$ cat config.mk
export PLATFORM = sky130hd
export DESIGN_NAME = term_budget_quantizer
export DESIGN_NICKNAME = d
export VERILOG_FILES = /design/src/rtl/tbq_pkg.sv /design/src/rtl/tbq_plane_count.sv /design/src/rtl/tbq_mask_gen.sv /design/src/rtl/term_budget_quantizer.sv
export SDC_FILE = /design/constraint.sdc
export NUM_CORES = 1
export LEC_CHECK = 0
export BUFFER_PORTS_ARGS = -buffer_cell sky130_fd_sc_hd__buf_4
export CAP_MARGIN = 20
export CORE_MARGIN = 2
export CORE_UTILIZATION = 65
export CTS_BUF_LIST = sky130_fd_sc_hd__clkbuf_4 sky130_fd_sc_hd__clkbuf_8
export CTS_CLUSTER_DIAMETER = 120
export DETAILED_ROUTE_END_ITERATION = 10
export PLACE_DENSITY = 0.95
export SYNTH_ARGS = -nofsm -noshare
export SYNTH_HDL_FRONTEND = slang
export SYNTH_SLANG_ARGS = --single-unit
$ cat constraint.sdc
create_clock -name clk -period 54.5 [get_ports clk]
set_input_delay 2.725 -clock clk [delete_from_list [all_inputs] [get_ports clk]]
set_output_delay 2.725 -clock clk [all_outputs]
set_load 0.005 [all_outputs]
$ cat src/rtl/tbq_pkg.sv
package tbq_pkg;
   localparam int DEF_NUM_VALS = 4;
   localparam int DEF_VAL_W    = 8;

   function automatic int min_int(input int a, input int b);
      return (a < b) ? a : b;
   endfunction
endpackage

$ cat src/rtl/tbq_plane_count.sv
module tbq_plane_count #(
   parameter int NUM_VALS = 4,
   parameter int VAL_W    = 8,
   parameter int CNT_W    = 3
) (
   input  logic [NUM_VALS*VAL_W-1:0] vals_i,
   output logic [VAL_W*CNT_W-1:0]    cnt_o
);
   for (genvar p = 0; p < VAL_W; p++) begin : g_plane
      logic [CNT_W-1:0] sum;
      always_comb begin
         sum = '0;
         for (int i = 0; i < NUM_VALS; i++)
            sum = sum + CNT_W'(vals_i[i*VAL_W+p]);
      end
      assign cnt_o[p*CNT_W +: CNT_W] = sum;
   end
endmodule

$ cat src/rtl/tbq_mask_gen.sv
module tbq_mask_gen #(
   parameter int NUM_VALS = 4,
   parameter int VAL_W    = 8,
   parameter int CNT_W    = 3,
   parameter int BUD_W    = 6
) (
   input  logic [NUM_VALS*VAL_W-1:0] vals_i,
   input  logic [VAL_W*CNT_W-1:0]    cnt_i,
   input  logic [BUD_W-1:0]          budget_i,
   output logic [NUM_VALS*VAL_W-1:0] vals_o,
   output logic [BUD_W-1:0]          kept_o
);
   // left[p+1] is the budget still free when position p is reached
   logic [VAL_W:0][BUD_W-1:0] left;
   assign left[VAL_W] = budget_i;

   for (genvar p = 0; p < VAL_W; p++) begin : g_pos
      logic [BUD_W-1:0] plane_cnt;
      logic [BUD_W-1:0] plane_take;
      assign plane_cnt  = BUD_W'(cnt_i[p*CNT_W +: CNT_W]);
      assign plane_take = (plane_cnt < left[p+1]) ? plane_cnt : left[p+1];
      assign left[p]    = left[p+1] - plane_take;

      for (genvar i = 0; i < NUM_VALS; i++) begin : g_val
         logic [BUD_W-1:0] ahead;
         always_comb begin
            ahead = '0;
            for (int j = 0; j < i; j++)
               ahead = ahead + BUD_W'(vals_i[j*VAL_W+p]);
         end
         assign vals_o[i*VAL_W+p] = vals_i[i*VAL_W+p] & (ahead < left[p+1]);
      end
   end

   assign kept_o = budget_i - left[0];
endmodule

$ cat src/rtl/term_budget_quantizer.sv
module term_budget_quantizer
   import tbq_pkg::*;
#(
   parameter  int NUM_VALS = DEF_NUM_VALS,
   parameter  int VAL_W    = DEF_VAL_W,
   localparam int TOTAL    = NUM_VALS * VAL_W,
   localparam int BUD_W    = $clog2(TOTAL + 1),
   localparam int CNT_W    = $clog2(NUM_VALS + 1)
) (
   input  logic             clk,
   input  logic             rst_n,
   input  logic             in_valid,
   output logic             in_ready,
   input  logic [TOTAL-1:0] in_vals,
   input  logic [BUD_W-1:0] in_budget,
   output logic             out_valid,
   input  logic             out_ready,
   output logic [TOTAL-1:0] out_vals,
   output logic [BUD_W-1:0] out_kept
);
   if (NUM_VALS < 1) begin : g_bad_num
      $error("NUM_VALS must be at least 1");
   end
   if (VAL_W < 1) begin : g_bad_width
      $error("VAL_W must be at least 1");
   end

   // stage 1: captured group, plane counts, clamped budget
   logic                   s1_v;
   logic [TOTAL-1:0]       s1_vals;
   logic [VAL_W*CNT_W-1:0] s1_cnt;
   logic [BUD_W-1:0]       s1_bud;
   // stage 2: trimmed group
   logic                   s2_v;
   logic [TOTAL-1:0]       s2_vals;
   logic [BUD_W-1:0]       s2_kept;

   logic                   s1_ready, s2_ready;
   logic [VAL_W*CNT_W-1:0] cnt_next;
   logic [BUD_W-1:0]       bud_eff;
   logic [TOTAL-1:0]       trim_vals;
   logic [BUD_W-1:0]       trim_kept;

   assign s2_ready = !s2_v || out_ready;
   assign s1_ready = !s1_v || s2_ready;
   assign in_ready = s1_ready;
   assign bud_eff  = (in_budget > BUD_W'(TOTAL)) ? BUD_W'(TOTAL) : in_budget;

   tbq_plane_count #(
      .NUM_VALS(NUM_VALS), .VAL_W(VAL_W), .CNT_W(CNT_W)
   ) u_count (
      .vals_i(in_vals),
      .cnt_o (cnt_next)
   );

   tbq_mask_gen #(
      .NUM_VALS(NUM_VALS), .VAL_W(VAL_W), .CNT_W(CNT_W), .BUD_W(BUD_W)
   ) u_mask (
      .vals_i  (s1_vals),
      .cnt_i   (s1_cnt),
      .budget_i(s1_bud),
      .vals_o  (trim_vals),
      .kept_o  (trim_kept)
   );

   always_ff @(posedge clk or negedge rst_n) begin
      if (!rst_n) begin
         s1_v    <= 1'b0;
         s1_vals <= '0;
         s1_cnt  <= '0;
         s1_bud  <= '0;
      end else if (s1_ready) begin
         s1_v <= in_valid;
         if (in_valid) begin
            s1_vals <= in_vals;
            s1_cnt  <= cnt_next;
            s1_bud  <= bud_eff;
         end
      end
   end

   always_ff @(posedge clk or negedge rst_n) begin
      if (!rst_n) begin
         s2_v    <= 1'b0;
         s2_vals <= '0;
         s2_kept <= '0;
      end else if (s2_ready) begin
         s2_v <= s1_v;
         if (s1_v) begin
            s2_vals <= trim_vals;
            s2_kept <= trim_kept;
         end
      end
   end

   assign out_valid = s2_v;
   assign out_vals  = s2_vals;
   assign out_kept  = s2_kept;
endmodule

==> metrics.md, run 1 <==
| Metric | Value |
|---|---|
| TritonCTS Buffers | `9` |
| Util after Layout | `0.758` |
| Crit path DAT | `20020 ps` |
| Port Buffers | `81` |
| Core Footprint | `11500 sq um` |
| Least-Margin Pin Slew | `1010 ps` |
| # diodes | `0` |
| RR Endpoint | `out_kept[5]` |
| RSZ-0062 raised after global routing | `no` |
| Violated checks | `design-rule violations` |
| Clk slew on worst S/H paths | `100 ps` |
| Worst setup SP type | `flip-flop` |
| Hold Vio Cnt, Final | `0` |
| Worst-Skew Late Latency | `410 ps` |
| Die area | `12800 sq um` |
| Type of the worst setup path | `reg -> reg` |
| Post-synth EDFFs | `0` |
| Avg Inst Size Synth | `10.0 sq um` |
| Clk root buf | `clkbuf_8` |
| Hold-fix buffers, CTS | `0` |
| Yosys reg bits | `102` |
| YS warnings | `0` |
| Final Skew | `19.2 ps` |
| DR WL/cell | `16.7 um` |
| Die Ht | `113 um` |
| Vias/cell | `5.95` |
| Via count | `5917` |
| Num rows | `39` |
| # DRC | `5` |
| Worst hold path type | `reg -> reg` |
| IO Pins | `82` |
| Status | `finished, violations left` |
| Layer with the highest usage | `met2` |
| Initial Utilization | `0.674` |
| Final period utilization | `0.362` |
| Vias in the first global route | `6064` |
| Commonest non-fill, non-tap cell in the layout | `ha_1` |
| Max Slew Vio Count | `0` |
| Fin nets | `1025` |
| Layout cells sized above 1 | `0.204` |
| Ys async rst share | `1.00` |
| Delay of the slowest critical-path stage | `740 ps` |
| Hold WS | `487 ps` |
| GR Util met2 | `0.483` |
| Cts repair resizes | `0` |
| Worst reg2reg setup slack | `34780 ps` |
| Hold Path Stages | `1` |
| Area growth syn-to-layout | `12.5%` |
| Post-Syn Instances | `773` |
| Post-synth cell types | `60` |
| Hold wc startpoint | `out_vals[3]` |
| Met1 Track Usage GR | `0.329` |
| Die X | `113 um` |
| Sink Count | `102` |
| First-pass GRT wire length | `27900 um` |
| Max Cap Viol | `0` |
| Worst setup EP type | `flip-flop` |
| Primary FF master, synth | `dfrtp_1` |
| Largest net degree at the start of global routing | `68` |
| Initial antenna violation count | `0` |
| CTS tree | `done` |
| Worst Path Max Fanout | `11` |
| Slew headroom | `0.324` |
| Register area share after synthesis | `0.329` |
| Post-CTS Setup Repair Bufs | `0` |
| Most used cell, CP | `ha_1` |
| Commonest cells after routing, fill and taps aside | `ha_1, dfrtp_1, buf_4, nand2_1, inv_1` |
| GPL Wtd Cong | `1.02` |
| Drt pass-1 iters | `8` |
| Fmax | `0.0507 GHz` |
| Longest Clk Path Bufs | `2` |
| TNS Setup | `0 ps` |
| Drt first-iter violations | `433` |
| Synthesized area | `7760 sq um` |
| Worst R2R Start | `s1_bud[1]` |
| Final setup vio count | `0` |
| Gr usage total | `0.272` |
| Post-detail-place hpwl | `12500 um` |
| Slowest-stage cell, CP | `nor4_1` |
| Fin crit period | `19720 ps` |
| H-tree depth | `3` |
| Final WL | `16600 um` |
| Grt ovf | `0` |
| WHS Endpoint | `out_vals[3]` |
| Final ANT Viol Nets | `0` |
| WP data required | `54800 ps` |
| M3 GR Usage | `0.0396` |
| Reg2reg path depth | `83` |
-- flip-flops by register name, summed over array words and instances, names as in the netlist --
register / count
s1_vals: 32
out_vals: 32
s1_bud: 6
out_kept: 6
s1_cnt: 24
s1_v: 1
out_valid: 1
-- worst max-delay path: cells and delay by family, from the launching register on --
kind,cells,cell delay (ps)
AND/OR/NAND/NOR,14,3290
multiplexers,6,1910
flip-flops,1,480
adder cells (fa/ha/maj),17,5750
XOR/XNOR,8,2080
buffers and inverters,7,780
AO/OA/AOI/OAI,31,5360
-- layout make-up --
cell class	count	area [sq um]
clock buffer	11	139
clock inverter	4	72.6
fill	767	2790
inverter	67	251
multi-input combinational	584	4880
sequential	102	2550
tap	143	179
timing repair buffer	84	651
-- through the flow --
step	cell area, sq um	cells	setup slack (ps)
after floorplan	7760	774	37040
after global routing	8730	995	33160
after detailed placement	8490	979	35120
after global placement	8490	979	35790
final	8730	995	34780
after CTS	8700	994	34950
-- cells by family after synthesis --
family	synth area share
other	0.000483
XOR/XNOR	0.0447
multiplexers	0.101
AO/OA/AOI/OAI	0.131
adder cells (fa/ha/maj)	0.245
buffers and inverters	0.0426
AND/OR/NAND/NOR	0.107
flip-flops	0.329
-- per-layer routing --
layer,vias to the layer above,wire (um)
met5,-,0
met4,0,432
met3,34,711
met2,161,8540
met1,2905,6900
li1,2817,-
-- how the worst max path moves through the flow --
stage,startpoint,end,slack [ps],depth (start not counted)
after floorplan,s1_bud[1],out_kept[5],37040,85
after global placement,s1_bud[1],out_kept[5],35790,81
after detailed placement,s1_bud[1],out_kept[5],35120,83
after CTS,s1_bud[1],out_kept[5],34950,83
after global routing,s1_bud[1],out_kept[5],33160,83
final,s1_bud[1],out_kept[5],34780,83
-- synth_stat cells (all sizes together), types with 3 or more instances --
| master | instances | share of area |
|---|---|---|
| nand2 | 79 | 0.038 |
| o21ai | 55 | 0.036 |
| nand3 | 7 | 0.0045 |
| xor2 | 11 | 0.012 |
| nor2b | 6 | 0.0048 |
| a31oi | 4 | 0.0032 |
| mux2i | 11 | 0.014 |
| nand2b | 22 | 0.018 |
| a21o | 16 | 0.015 |
| fa | 28 | 0.072 |
| o311ai | 3 | 0.0034 |
| inv | 67 | 0.032 |
| clkbuf | 20 | 0.0097 |
| nor2 | 36 | 0.017 |
| xnor2 | 23 | 0.032 |
| a311oi | 3 | 0.0042 |
| o211ai | 3 | 0.0029 |
| ha | 107 | 0.17 |
| a21oi | 47 | 0.031 |
| nand3b | 3 | 0.0029 |
| nor4 | 3 | 0.0024 |
| a211oi | 3 | 0.0035 |
| dfrtp | 102 | 0.33 |
| mux2 | 60 | 0.087 |
| o21a | 13 | 0.013 |
| nor3 | 8 | 0.0058 |
| or2 | 4 | 0.0032 |
Power of run 1 is not shown: default switching activity piles up to over one toggle a cycle in this logic, so the estimate is an artifact.
==> inputs of run 2 (changes only) <==
--- a/config.mk
+++ b/config.mk
@@ -8,11 +8,11 @@
 export BUFFER_PORTS_ARGS = -buffer_cell sky130_fd_sc_hd__buf_4
 export CAP_MARGIN = 20
 export CORE_MARGIN = 2
-export CORE_UTILIZATION = 65
+export CORE_UTILIZATION = 56
 export CTS_BUF_LIST = sky130_fd_sc_hd__clkbuf_4 sky130_fd_sc_hd__clkbuf_8
 export CTS_CLUSTER_DIAMETER = 120
 export DETAILED_ROUTE_END_ITERATION = 10
-export PLACE_DENSITY = 0.95
+export PLACE_DENSITY = 0.89
 export SYNTH_ARGS = -nofsm -noshare
 export SYNTH_HDL_FRONTEND = slang
 export SYNTH_SLANG_ARGS = --single-unit
==> constraint.sdc (replaced) <==
create_clock -name clk -period 17.7 [get_ports clk]
set_input_delay 0.885 -clock clk [delete_from_list [all_inputs] [get_ports clk]]
set_output_delay 0.885 -clock clk [all_outputs]
set_load 0.005 [all_outputs]
==> run 2 against run 1 <==
Cell count up 7.5%; sequential share of layout area fell by 1.6 points; highest routed layer unchanged; the flow now finishes without violations; fmax increased by 16%; die area increased by 15%; critical endpoint unchanged; hold slack worse by 15 ps; critical path depth increased by 3; design area grew 6.0%; worst setup slack worse by 34000 ps; register-to-register slack got worse by 34000 ps.
==> metrics.md, run 2 (synthesis gave the netlist of run 1 again) <==
| Metric | Value |
|---|---|
| Worst Path Max Fanout | `6` |
| IO Pins | `82` |
| Crit path DAT | `17320 ps` |
| Vias in the first global route | `5942` |
| CTS tree | `done` |
| Fin nets | `1062` |
| Commonest non-fill, non-tap cell in the layout | `buf_4` |
| Num rows | `43` |
| Drt pass-1 iters | `4` |
| GPL Wtd Cong | `0.870` |
| Port Buffers | `81` |
| Drt first-iter violations | `267` |
| H-tree depth | `3` |
| Final WL | `17000 um` |
| Die Ht | `122 um` |
| Area growth syn-to-layout | `19.2%` |
| WP data required | `17970 ps` |
| Delay of the slowest critical-path stage | `650 ps` |
| Max Cap Viol | `0` |
| Worst hold path type | `in -> async` |
| # DRC | `0` |
| Initial Utilization | `0.566` |
| Final setup vio count | `0` |
| Gr usage total | `0.232` |
| Hold-fix buffers, CTS | `0` |
| Commonest cells after routing, fill and taps aside | `buf_4, ha_1, dfrtp_1, nand2_1, inv_1` |
| Worst setup SP type | `flip-flop` |
| Layout cells sized above 1 | `0.285` |
| First-pass GRT wire length | `27400 um` |
| Least-Margin Pin Slew | `854 ps` |
| Core Footprint | `13700 sq um` |
| Fillcell total | `997` |
| Slowest-stage cell, CP | `fa_2` |
| Clk root buf | `clkbuf_8` |
| Max Slew Vio Count | `0` |
| DR WL/cell | `15.9 um` |
| # diodes | `0` |
| Type of the worst setup path | `reg -> reg` |
| Vias/cell | `5.61` |
| Sink Count | `102` |
| Longest Clk Path Bufs | `2` |
| Post-detail-place hpwl | `12500 um` |
| Final period utilization | `0.964` |
| Fin crit period | `17050 ps` |
| Worst setup EP type | `flip-flop` |
| Most used cell, CP | `ha_1` |
| Grt ovf | `0` |
| Place WS | `-312 ps` |
| TritonCTS Buffers | `9` |
| Fmax | `0.0586 GHz` |
| Largest net degree at the start of global routing | `68` |
| Via count | `6003` |
| Reg2reg path depth | `86` |
| Final worst slack | `646 ps` |
| Hold Vio Cnt, Final | `0` |
| Worst reg2reg setup slack | `650 ps` |
| Clk slew on worst S/H paths | `100 ps` |
| Final ANT Viol Nets | `0` |
| Worst-Skew Late Latency | `390 ps` |
| Initial antenna violation count | `0` |
| Status | `finished clean` |
| Final Skew | `10.8 ps` |
| Slew headroom | `0.430` |
| Die X | `122 um` |
| Die area | `14800 sq um` |
[run 2: per-stage QoR]
stage           util  TNS (ps)  std cells  hold slack (ps)  instance area (sq um)
6_report       0.674         0       1070              473                   9250
2_1_floorplan      -         0        774              461                   7760
3_3_place_gp   0.633         0       1035              451                   8680
4_1_cts        0.649         0       1051              487                   8910
5_1_grt        0.674      -482       1070              504                   9250
3_5_place_dp   0.633      -400       1035              465                   8680
[run 2: worst paths after layout]
path | from | endpoint
worst max-delay path | s1_bud[1] | out_kept[5]
worst min-delay path | rst_n | s1_vals[12]
worst max register to register | s1_bud[1] | out_kept[5]
worst min register to register | out_vals[3] | out_vals[3]
max in group asynchronous | rst_n | s1_bud[1]
min in group clk | out_vals[3] | out_vals[3]
[run 2: metal layers]
layer | routed length [um] | up-vias | global-route usage | part of all wire
li1 | - | 2886 | - | -
met1 | 6990 | 2964 | 0.284 | 0.41
met2 | 8960 | 129 | 0.419 | 0.53
met3 | 831 | 24 | 0.0412 | 0.049
met4 | 241 | 0 | 0.0682 | 0.014
met5 | 0 | - | 0 | 0
[run 2: layout make-up]
| cell class | count | area [sq um] | area share |
|---|---|---|---|
| Tap cell | 180 | 225 | 0.0243 |
| Multi-Input combinational cell | 584 | 5080 | 0.549 |
| Sequential cell | 102 | 2550 | 0.276 |
| Timing Repair Buffer | 121 | 928 | 0.100 |
| Clock buffer | 13 | 166 | 0.0180 |
| Inverter | 67 | 251 | 0.0272 |
| Clock inverter | 3 | 42.5 | 0.00460 |
[run 2: worst max-delay path, delay by kind of cell (launching register included)]
| kind | cells | cell delay [ps] |
|---|---|---|
| adders and majority gates | 18 | 5970 |
| AOI/OAI and AO/OA | 31 | 4530 |
| and+or+nand+nor | 15 | 2400 |
| xor gates and xnor gates | 7 | 1260 |
| buffers and inverters | 11 | 1170 |
| muxes | 4 | 1170 |
| DFF | 1 | 420 |
[run 2: what timing repair did]
action / 4_1_cts / 5_1_grt
setup buffers: 0 / 18
resized for setup: 6 / 48
endpoints found under the setup margin: 2 / 6
endpoints found under the hold margin: 0 / 0
pin swaps: 0 / 16
Power of run 2 is left out for the same reason.
